`config.mk`:
```
export PLATFORM = sky130hd
export DESIGN_NAME = pwr_sleep_ctl
export DESIGN_NICKNAME = d
export VERILOG_FILES = /design/src/rtl/pwr_sleep_pkg.sv /design/src/rtl/pwr_pin_sync.sv /design/src/rtl/pwr_state_ctl.sv /design/src/rtl/pwr_out_reg.sv /design/src/rtl/pwr_sleep_ctl.sv
export SDC_FILE = /design/constraint.sdc
export NUM_CORES = 1
export LEC_CHECK = 0
export BUFFER_PORTS_ARGS = -buffer_cell sky130_fd_sc_hd__buf_4
export CORE_AREA = 5 5 42 44
export DETAILED_ROUTE_END_ITERATION = 8
export DIE_AREA = 0 0 47 49
export GPL_TIMING_DRIVEN = 1
export PLACE_DENSITY = 0.52
export SLEW_MARGIN = 20
export SYNTH_ARGS = -nofsm -noshare
export SYNTH_HDL_FRONTEND = slang
export SYNTH_SLANG_ARGS = --single-unit
```
`constraint.sdc`:
```
create_clock -name clk -period 1.1 [get_ports clk]
set_clock_uncertainty 0.2 [all_clocks]
set_input_delay 0.055 -clock clk [delete_from_list [all_inputs] [get_ports clk]]
set_output_delay 0.055 -clock clk [all_outputs]
set_load 0.01 [all_outputs]
```
`src/rtl/pwr_sleep_pkg.sv`:
```
package pwr_sleep_pkg;

   // State codes; the encoding is visible on the pwr_state port.
   typedef enum logic [1:0] {
      PS_RUN   = 2'd0,
      PS_ACK   = 2'd1,
      PS_GRANT = 2'd2,
      PS_SLEEP = 2'd3
   } pwr_state_e;

   localparam int unsigned PWR_STATE_W = 2;
   localparam int unsigned MAX_SYNC    = 4;

   // Core clocks run only before the grant is reached.
   function automatic logic core_on(pwr_state_e s);
      return (s == PS_RUN) || (s == PS_ACK);
   endfunction

   // Bus and interrupt-controller clocks stop only in sleep.
   function automatic logic bus_on(pwr_state_e s);
      return s != PS_SLEEP;
   endfunction

endpackage

```
`src/rtl/pwr_pin_sync.sv`:
```
module pwr_pin_sync #(
   parameter int unsigned STAGES    = 2,
   parameter int unsigned WIDTH     = 1,
   parameter logic        RESET_VAL = 1'b1
) (
   input  logic             clk,
   input  logic             rst_n,
   input  logic [WIDTH-1:0] d,
   output logic [WIDTH-1:0] q
);

   if (STAGES == 0) begin : g_bypass
      assign q = d;
   end else begin : g_chain
      logic [WIDTH-1:0] stg [STAGES];

      always_ff @(posedge clk or negedge rst_n) begin
         if (!rst_n) begin
            for (int i = 0; i < STAGES; i++) begin
               stg[i] <= {WIDTH{RESET_VAL}};
            end
         end else begin
            stg[0] <= d;
            for (int i = 1; i < STAGES; i++) begin
               stg[i] <= stg[i-1];
            end
         end
      end

      assign q = stg[STAGES-1];
   end

endmodule

```
`src/rtl/pwr_state_ctl.sv`:
```
module pwr_state_ctl
   import pwr_sleep_pkg::*;
(
   input  logic       clk,
   input  logic       rst_n,
   input  logic       stop_act,
   input  logic       sleep_act,
   output pwr_state_e state_q,
   output pwr_state_e state_nxt
);

   always_comb begin
      state_nxt = state_q;
      unique case (state_q)
         PS_RUN:   if (stop_act) state_nxt = PS_ACK;
         PS_ACK:   state_nxt = PS_GRANT;
         PS_GRANT: begin
            if (sleep_act)      state_nxt = PS_SLEEP;
            else if (!stop_act) state_nxt = PS_RUN;
         end
         PS_SLEEP: if (!sleep_act) state_nxt = PS_GRANT;
         default:  state_nxt = PS_RUN;
      endcase
   end

   always_ff @(posedge clk or negedge rst_n) begin
      if (!rst_n) state_q <= PS_RUN;
      else        state_q <= state_nxt;
   end

endmodule

```
`src/rtl/pwr_out_reg.sv`:
```
module pwr_out_reg
   import pwr_sleep_pkg::*;
#(
   parameter int unsigned NUM_IRQ = 4
) (
   input  logic               clk,
   input  logic               rst_n,
   input  pwr_state_e         state_nxt,
   input  logic               snoop_req,
   input  logic [NUM_IRQ-1:0] irq_req,
   output logic               core_en,
   output logic               bus_en,
   output logic               ack,
   output logic               snoop_blk,
   output logic               irq_blk,
   output logic               snoop_out,
   output logic [NUM_IRQ-1:0] irq_out
);

   // Outputs are decoded from the next state so they switch on the same edge as the state.
   always_ff @(posedge clk or negedge rst_n) begin
      if (!rst_n) begin
         core_en   <= 1'b1;
         bus_en    <= 1'b1;
         ack       <= 1'b0;
         snoop_blk <= 1'b0;
         irq_blk   <= 1'b0;
      end else begin
         core_en   <= core_on(state_nxt);
         bus_en    <= bus_on(state_nxt);
         ack       <= (state_nxt == PS_ACK);
         snoop_blk <= (state_nxt == PS_SLEEP);
         irq_blk   <= (state_nxt == PS_SLEEP);
      end
   end

   assign snoop_out = snoop_req & ~snoop_blk;

   for (genvar g = 0; g < NUM_IRQ; g++) begin : g_irq
      assign irq_out[g] = irq_req[g] & ~irq_blk;
   end

endmodule

```
`src/rtl/pwr_sleep_ctl.sv`:
```
module pwr_sleep_ctl
   import pwr_sleep_pkg::*;
#(
   parameter int unsigned SYNC_STAGES = 2,
   parameter int unsigned NUM_IRQ     = 4
) (
   input  logic               clk,
   input  logic               rst_n,
   input  logic               stpclk_n,
   input  logic               slp_n,
   input  logic               snoop_req,
   input  logic [NUM_IRQ-1:0] irq_req,
   output logic               core_clk_en,
   output logic               bus_clk_en,
   output logic               pll_run,
   output logic               stop_ack,
   output logic               snoop_mask,
   output logic               irq_mask,
   output logic               snoop_take,
   output logic [NUM_IRQ-1:0] irq_take,
   output logic [1:0]         pwr_state
);

   localparam int unsigned PIN_W = 2;

   if (SYNC_STAGES > MAX_SYNC) begin : g_bad_sync
      $error("pwr_sleep_ctl: SYNC_STAGES above supported maximum");
   end
   if (NUM_IRQ < 1) begin : g_bad_irq
      $error("pwr_sleep_ctl: NUM_IRQ must be at least 1");
   end

   logic [PIN_W-1:0] pins_raw;
   logic [PIN_W-1:0] pins_sync;
   pwr_state_e       st_q;
   pwr_state_e       st_nxt;

   assign pins_raw = {slp_n, stpclk_n};

   pwr_pin_sync #(
      .STAGES   (SYNC_STAGES),
      .WIDTH    (PIN_W),
      .RESET_VAL(1'b1)
   ) pin_sync_i (
      .clk  (clk),
      .rst_n(rst_n),
      .d    (pins_raw),
      .q    (pins_sync)
   );

   pwr_state_ctl state_i (
      .clk      (clk),
      .rst_n    (rst_n),
      .stop_act (~pins_sync[0]),
      .sleep_act(~pins_sync[1]),
      .state_q  (st_q),
      .state_nxt(st_nxt)
   );

   pwr_out_reg #(
      .NUM_IRQ(NUM_IRQ)
   ) out_i (
      .clk      (clk),
      .rst_n    (rst_n),
      .state_nxt(st_nxt),
      .snoop_req(snoop_req),
      .irq_req  (irq_req),
      .core_en  (core_clk_en),
      .bus_en   (bus_clk_en),
      .ack      (stop_ack),
      .snoop_blk(snoop_mask),
      .irq_blk  (irq_mask),
      .snoop_out(snoop_take),
      .irq_out  (irq_take)
   );

   assign pll_run   = 1'b1;
   assign pwr_state = st_q;

endmodule

```
* After elaboration in Yosys (flattened, before gate mapping)
Cells that the tools add are included.
** Word-level totals
- Register bits :: 10
- Input port bits :: 9
- Output and inout port bits :: 13
- Logic and storage cells :: 27
** Operators by class
- Equal/unequal tests :: 6
- Muxes and demuxes :: 5
- Bitwise operators :: 6
- Reduce and logical (&&, ||, !) cells :: 3
** Operator list (number)
- $mux 2 :: 4
- $pmux 2 s4 :: 1
- $eq 2x2->1 const B :: 3
- $and 1x1->1 :: 5
- $eq 2x1->1 const B :: 2
- $logic_not 2->1 :: 2
- $ne 2x2->1 const B :: 1
- $logic_or 1x1->1 :: 1
- $not 1->1 :: 1

* Logic depth before layout (Yosys ltp)
- Depth after elaboration :: 5
- Gate-level depth with buffers :: 2
- Gate-level depth less buffers :: 2

* Modules after synthesis
Synthesis repeated with hierarchy kept, for this count alone.
** Unflattened totals
- Cells, all modules :: 30
- Area total of the unflattened synthesis :: 374.1 µm²
** Modules (own cells, without submodules)
- pwr_out_reg :: instances 1, cells an instance 14, area each 161.4 µm², seq. area each 102.6 µm²
- pwr_pin_sync :: instances 1, cells an instance 6, area each 120.1 µm², seq. area each 105.1 µm²
- pwr_state_ctl :: instances 1, cells an instance 6, area each 73.8 µm², seq. area each 50.0 µm²
- pwr_sleep_ctl :: instances 1, cells an instance 4, area each 18.8 µm², seq. area each 0.0 µm²

* Worst setup path before layout
Ideal clock, no wire load.
- Path type :: flip-flop to flip-flop
- Start point :: register state_i.state_q[1]
- End point :: register state_i.state_q[0]
- Library setup time :: 0.124 ns
- Arrival :: 0.782 ns
- Required time :: 0.776 ns
- Slack :: -0.007 ns
- Cell stages (with the launch flop) :: 3
- Path buffers :: 0
- Clock period less this slack :: 1.107 ns
- Cells stage by stage :: dfrtp_1 nor2b_4 or2_1
** On the way
- Longest elaborated chain between the ends :: 2
- Elaborated cells between the ends (all ways) :: 5
- Classes of those cells :: eq/ne (3); mux (1); reduce/logical (1)
** Ends and longest elaborated chain
- start: declaration :: RTL line pwr_state_ctl.sv:8 : output pwr_state_e state_q,
- start signal: assignment :: RTL line pwr_state_ctl.sv:28 : else state_q <= state_nxt;
- $eq 2x2->1, or another cell as far along :: RTL line pwr_state_ctl.sv:14 : unique case (state_q)
- $pmux 2 s4 * :: RTL line pwr_state_ctl.sv:14
- via out_i.state_nxt[0] :: RTL line pwr_out_reg.sv:8 : input pwr_state_e state_nxt,
Mark *: on every way through the listed nets, which the timed path passes. The rest lies on a longest branch.

==> metrics.md <==
| Metric | Value |
|---|---|
| Status | `finished, violations left` |
| Failing checks | `hold timing, setup timing` |
| Clock power share | `roughly a quarter` |
| Area contributors post-synth | `dfstp_2 (44%), dfrtp_1 (28%), nor2b_1 (8.7%)` |
| Clock Tree Root | `clkbuf_4` |
| Number of cells on the critical path | `2` |
| Post-synth top area share | `43.90%` |
| Synth Area per Inst | `about 14 um^2` |
| Netlist cell types | `12` |
| Synth Area in XOR/XNOR | `0%` |
| DIE AREA | `0.002303 mm^2` |
| Final WS setup | `-0.1041 ns` |
| RR Endpoint | `state_i.state_q[0]` |
| Top_reg_cell synth | `dfstp_2` |
| Clk slew on worst S/H paths | `0.06 ns` |
| Clock Latency Late Sink | `0.25 ns` |
| CP bufs+invs | `1` |
| Crit-path cells | `nor2b_2 -> buf_4` |
| Final core occ | `between 40% and 50%` |
| Final Hold Viols | `4` |
| Cell count after synthesis | `25` |
| Min Tclk post-route | `between 1 and 1.5 ns` |
| Startpoint types | `register` |
| Core area | `approximately 0.0014 mm^2` |
| Layout cells sized above 1 | `75.00%` |
| # H-tree levels | `1` |
| Min-delay worst type | `in -> async` |
| Crit path launch | `out_i.snoop_blk` |
| Period utilisation layout | `109.5%` |
| Fin nets | `63` |
| Slowest stage cell on the critical path | `dfrtp_2` |
| Flop pwr share | `50.1%` |
| Max Slew Vio Count | `0` |
| Largest family of logic cells by synthesized area | `simple AND/OR/NAND/NOR gates` |
| Critical Path Fanout Max | `7` |
| Total CTS buffers | `3` |
| Starting Density | `roughly a quarter` |
| Switching Fraction | `24.38%` |
| Post-placement cell count | `60` |
| YS warnings | `0` |
| Combinational fraction of design power | `between 20% and 30%` |
| Placement row count | `14` |
| Diodes inserted | `0` |
| Vias in the first global route | `about 250` |
| DR WL/cell | `10.79 um` |
| R2r startpoint | `pin_sync_i.q[1]` |
| Fin Hold WS | `-0.05039 ns` |
| Pwr Density | `1476 mW/mm^2` |
| CP top delay family | `flip-flops` |
| Final setup vio count | `10` |
| Avg Vias per Cell | `4.044` |
| CP peak stage delay | `about 0.44 ns` |
| Die Span X | `between 40 and 50 um` |
| DR pass1 iterations | `2` |
| CTS tree | `yes` |
| Reg2reg setup slack | `-0.02 ns` |
| Synth Area in Simple Gates | `18.12%` |
| # Max-Cap Violations | `0` |
| CP endpoint | `irq_take[1]` |
| Overall routed net length | `734 um` |
| Sequential share of the synthesized area | `71.78%` |
| Peak VDD IR | `776.0 uV` |
| Yosys top cell by area | `dfstp_2` |
| Synth Area in Adders | `0%` |
| Filler instances | `138` |
| Commonest cells in the synthesized netlist | `dfstp_2 (6), nor2b_1 (5), dfrtp_1 (4)` |
| Post-Syn Nets | `34` |
| Crit path capture type | `primary output` |
| Total track usage | `6.909%` |
| IO Count | `22` |
| WP data arrival | `approximately 0.95 ns` |
| Post-synth EDFFs | `0` |
| Critical path class | `reg -> out` |
| Clk buf depth | `2` |
| NetSw | `0.0002202 W` |
| # DRC | `0` |
| Die Y | `a little under 50 um` |
| Routed Antenna Nets | `0` |
| P_leak | `slightly below 0.3 nW` |
| Iteration-0 DRC count of the detailed router | `1` |
| Unrepaired setup endpoints after global routing | `true` |
| Compound-cell area share of the yosys netlist | `3.833%` |
| Layout area overhead | `70.38%` |
| First-pass GRT wire length | `between 1000 and 1500 um` |
| Area of the multi-input gates | `approximately 88 um^2` |
| Ys async rst share | `100.0%` |
| FMAX | `roughly 830 MHz` |
| Syn Std Cell Area | `359.1 um^2` |
| Clk sink count | `10` |
| Multiplexer share of the synthesized area | `0%` |
| Gr ovfl total | `0` |
| Routability cong. | `0.7317` |
| Crit path required time | `0.84 ns` |
| Port Buffer Count | `20` |
| Seq. cell area | `260.3 um^2` |
| Cell Int Power | `0.0006830 W` |
| HPWL Detailed | `575.6 um` |
| CTS Hold Bufs | `3` |
| Fin cells | `about 70` |
| Vias | `275` |
| Most common cell in the netlist | `dfstp_2` |
| Reg2Reg Depth | `2` |
| Seq cells post-synth | `10` |
| Largest net degree at the start of global routing | `11` |
| Initial antenna violation count | `0` |
-- flip-flops by register name (all words and copies together) (netlist names) --
name                    cells
out_i.bus_en                1
pin_sync_i.q                2
out_i.core_en               1
state_i.state_q             2
out_i.ack                   1
out_i.snoop_blk             1
pin_sync_i.g_chain.stg      2
-- kinds of logic (layout without fill, tap and decap cells) --
group                  Yosys count  count (layout)
AO/OA/AOI/OAI                    2               2
buffers and inverters            3              30
AND/OR/NAND/NOR                  9               9
other                            1               1
flip-flops                      10              10
-- per-stage QoR --
stage / area (um^2) / hold WS (ns) / worst slack [ns] / power (W) / TNS, ns
final: 611.8 / -0.05039 / -0.1041 / 0.0009032 / -0.5733
after global routing: 611.8 / -0.04800 / -0.1517 / 0.0009527 / -0.9987
after CTS: 603.1 / -0.04705 / -0.1351 / 0.0008993 / -0.7134
after detailed placement: 521.8 / -0.3126 / -0.01137 / 0.0006312 / -0.01137
after global placement: 521.8 / -0.3166 / 0.002722 / 0.0006258 / 0
after floorplan: 359.1 / -0.4406 / -0.006133 / 0.0005202 / -0.006133
-- layer usage --
layer,track usage [%],part of all wire (%),up-vias
li1,-,-,129
met1,5.923,29,129
met2,11.76,57,17
met3,2.583,14,0
met4,5.530,0,0
met5,0,0,-
-- worst min-delay path by stage --
stage | from | endpoint | slack (ns)
after floorplan | rst_n | out_i.ack | -0.44
after global placement | rst_n | out_i.snoop_blk | -0.32
after detailed placement | rst_n | state_i.state_q[1] | -0.31
after CTS | rst_n | state_i.state_q[1] | -0.05
after global routing | rst_n | state_i.state_q[1] | -0.05
final | rst_n | state_i.state_q[1] | -0.05
-- power groups by stage --
| stage | Combinational (W) | Sequential, W | Clock (W) |
|---|---|---|---|
| after floorplan | 0.0000574 | 0.000463 | 0 |
| after global placement | 0.000176 | 0.000450 | 0 |
| after detailed placement | 0.000177 | 0.000454 | 0 |
| after CTS | 0.000211 | 0.000450 | 0.000238 |
| after global routing | 0.000232 | 0.000459 | 0.000262 |
| final | 0.000215 | 0.000452 | 0.000236 |
-- cell usage in the layout (no fill, tap or decap) --
master,count
nor2b_1,4
a21oi_1,1
buf_4,19
nor3_2,1
dfrtp_2,2
nor2b_4,1
dlygate4sd3_1,3
a21o_2,1
buf_6,4
clkbuf_4,3
dfrtp_1,2
conb_1,1
dfstp_2,6
or2_1,1
nand2_2,1
inv_1,1
nor2b_2,1
-- repair_timing --
action,CTS,global route
setup endpoints to repair,13,13
setup buffers,2,0
gates resized for setup,5,3
hold endpoints to repair,12,4
gates cloned,0,0
-- layout make-up --
class,instances,share of cell area (%)
well taps,16,3.272
inverters,1,0.6135
flip-flops and latches,10,42.54
repair buffers,26,35.58
multi-input cells,12,14.31
clock buffers,3,3.681
Power figures use the tool's default switching activity.
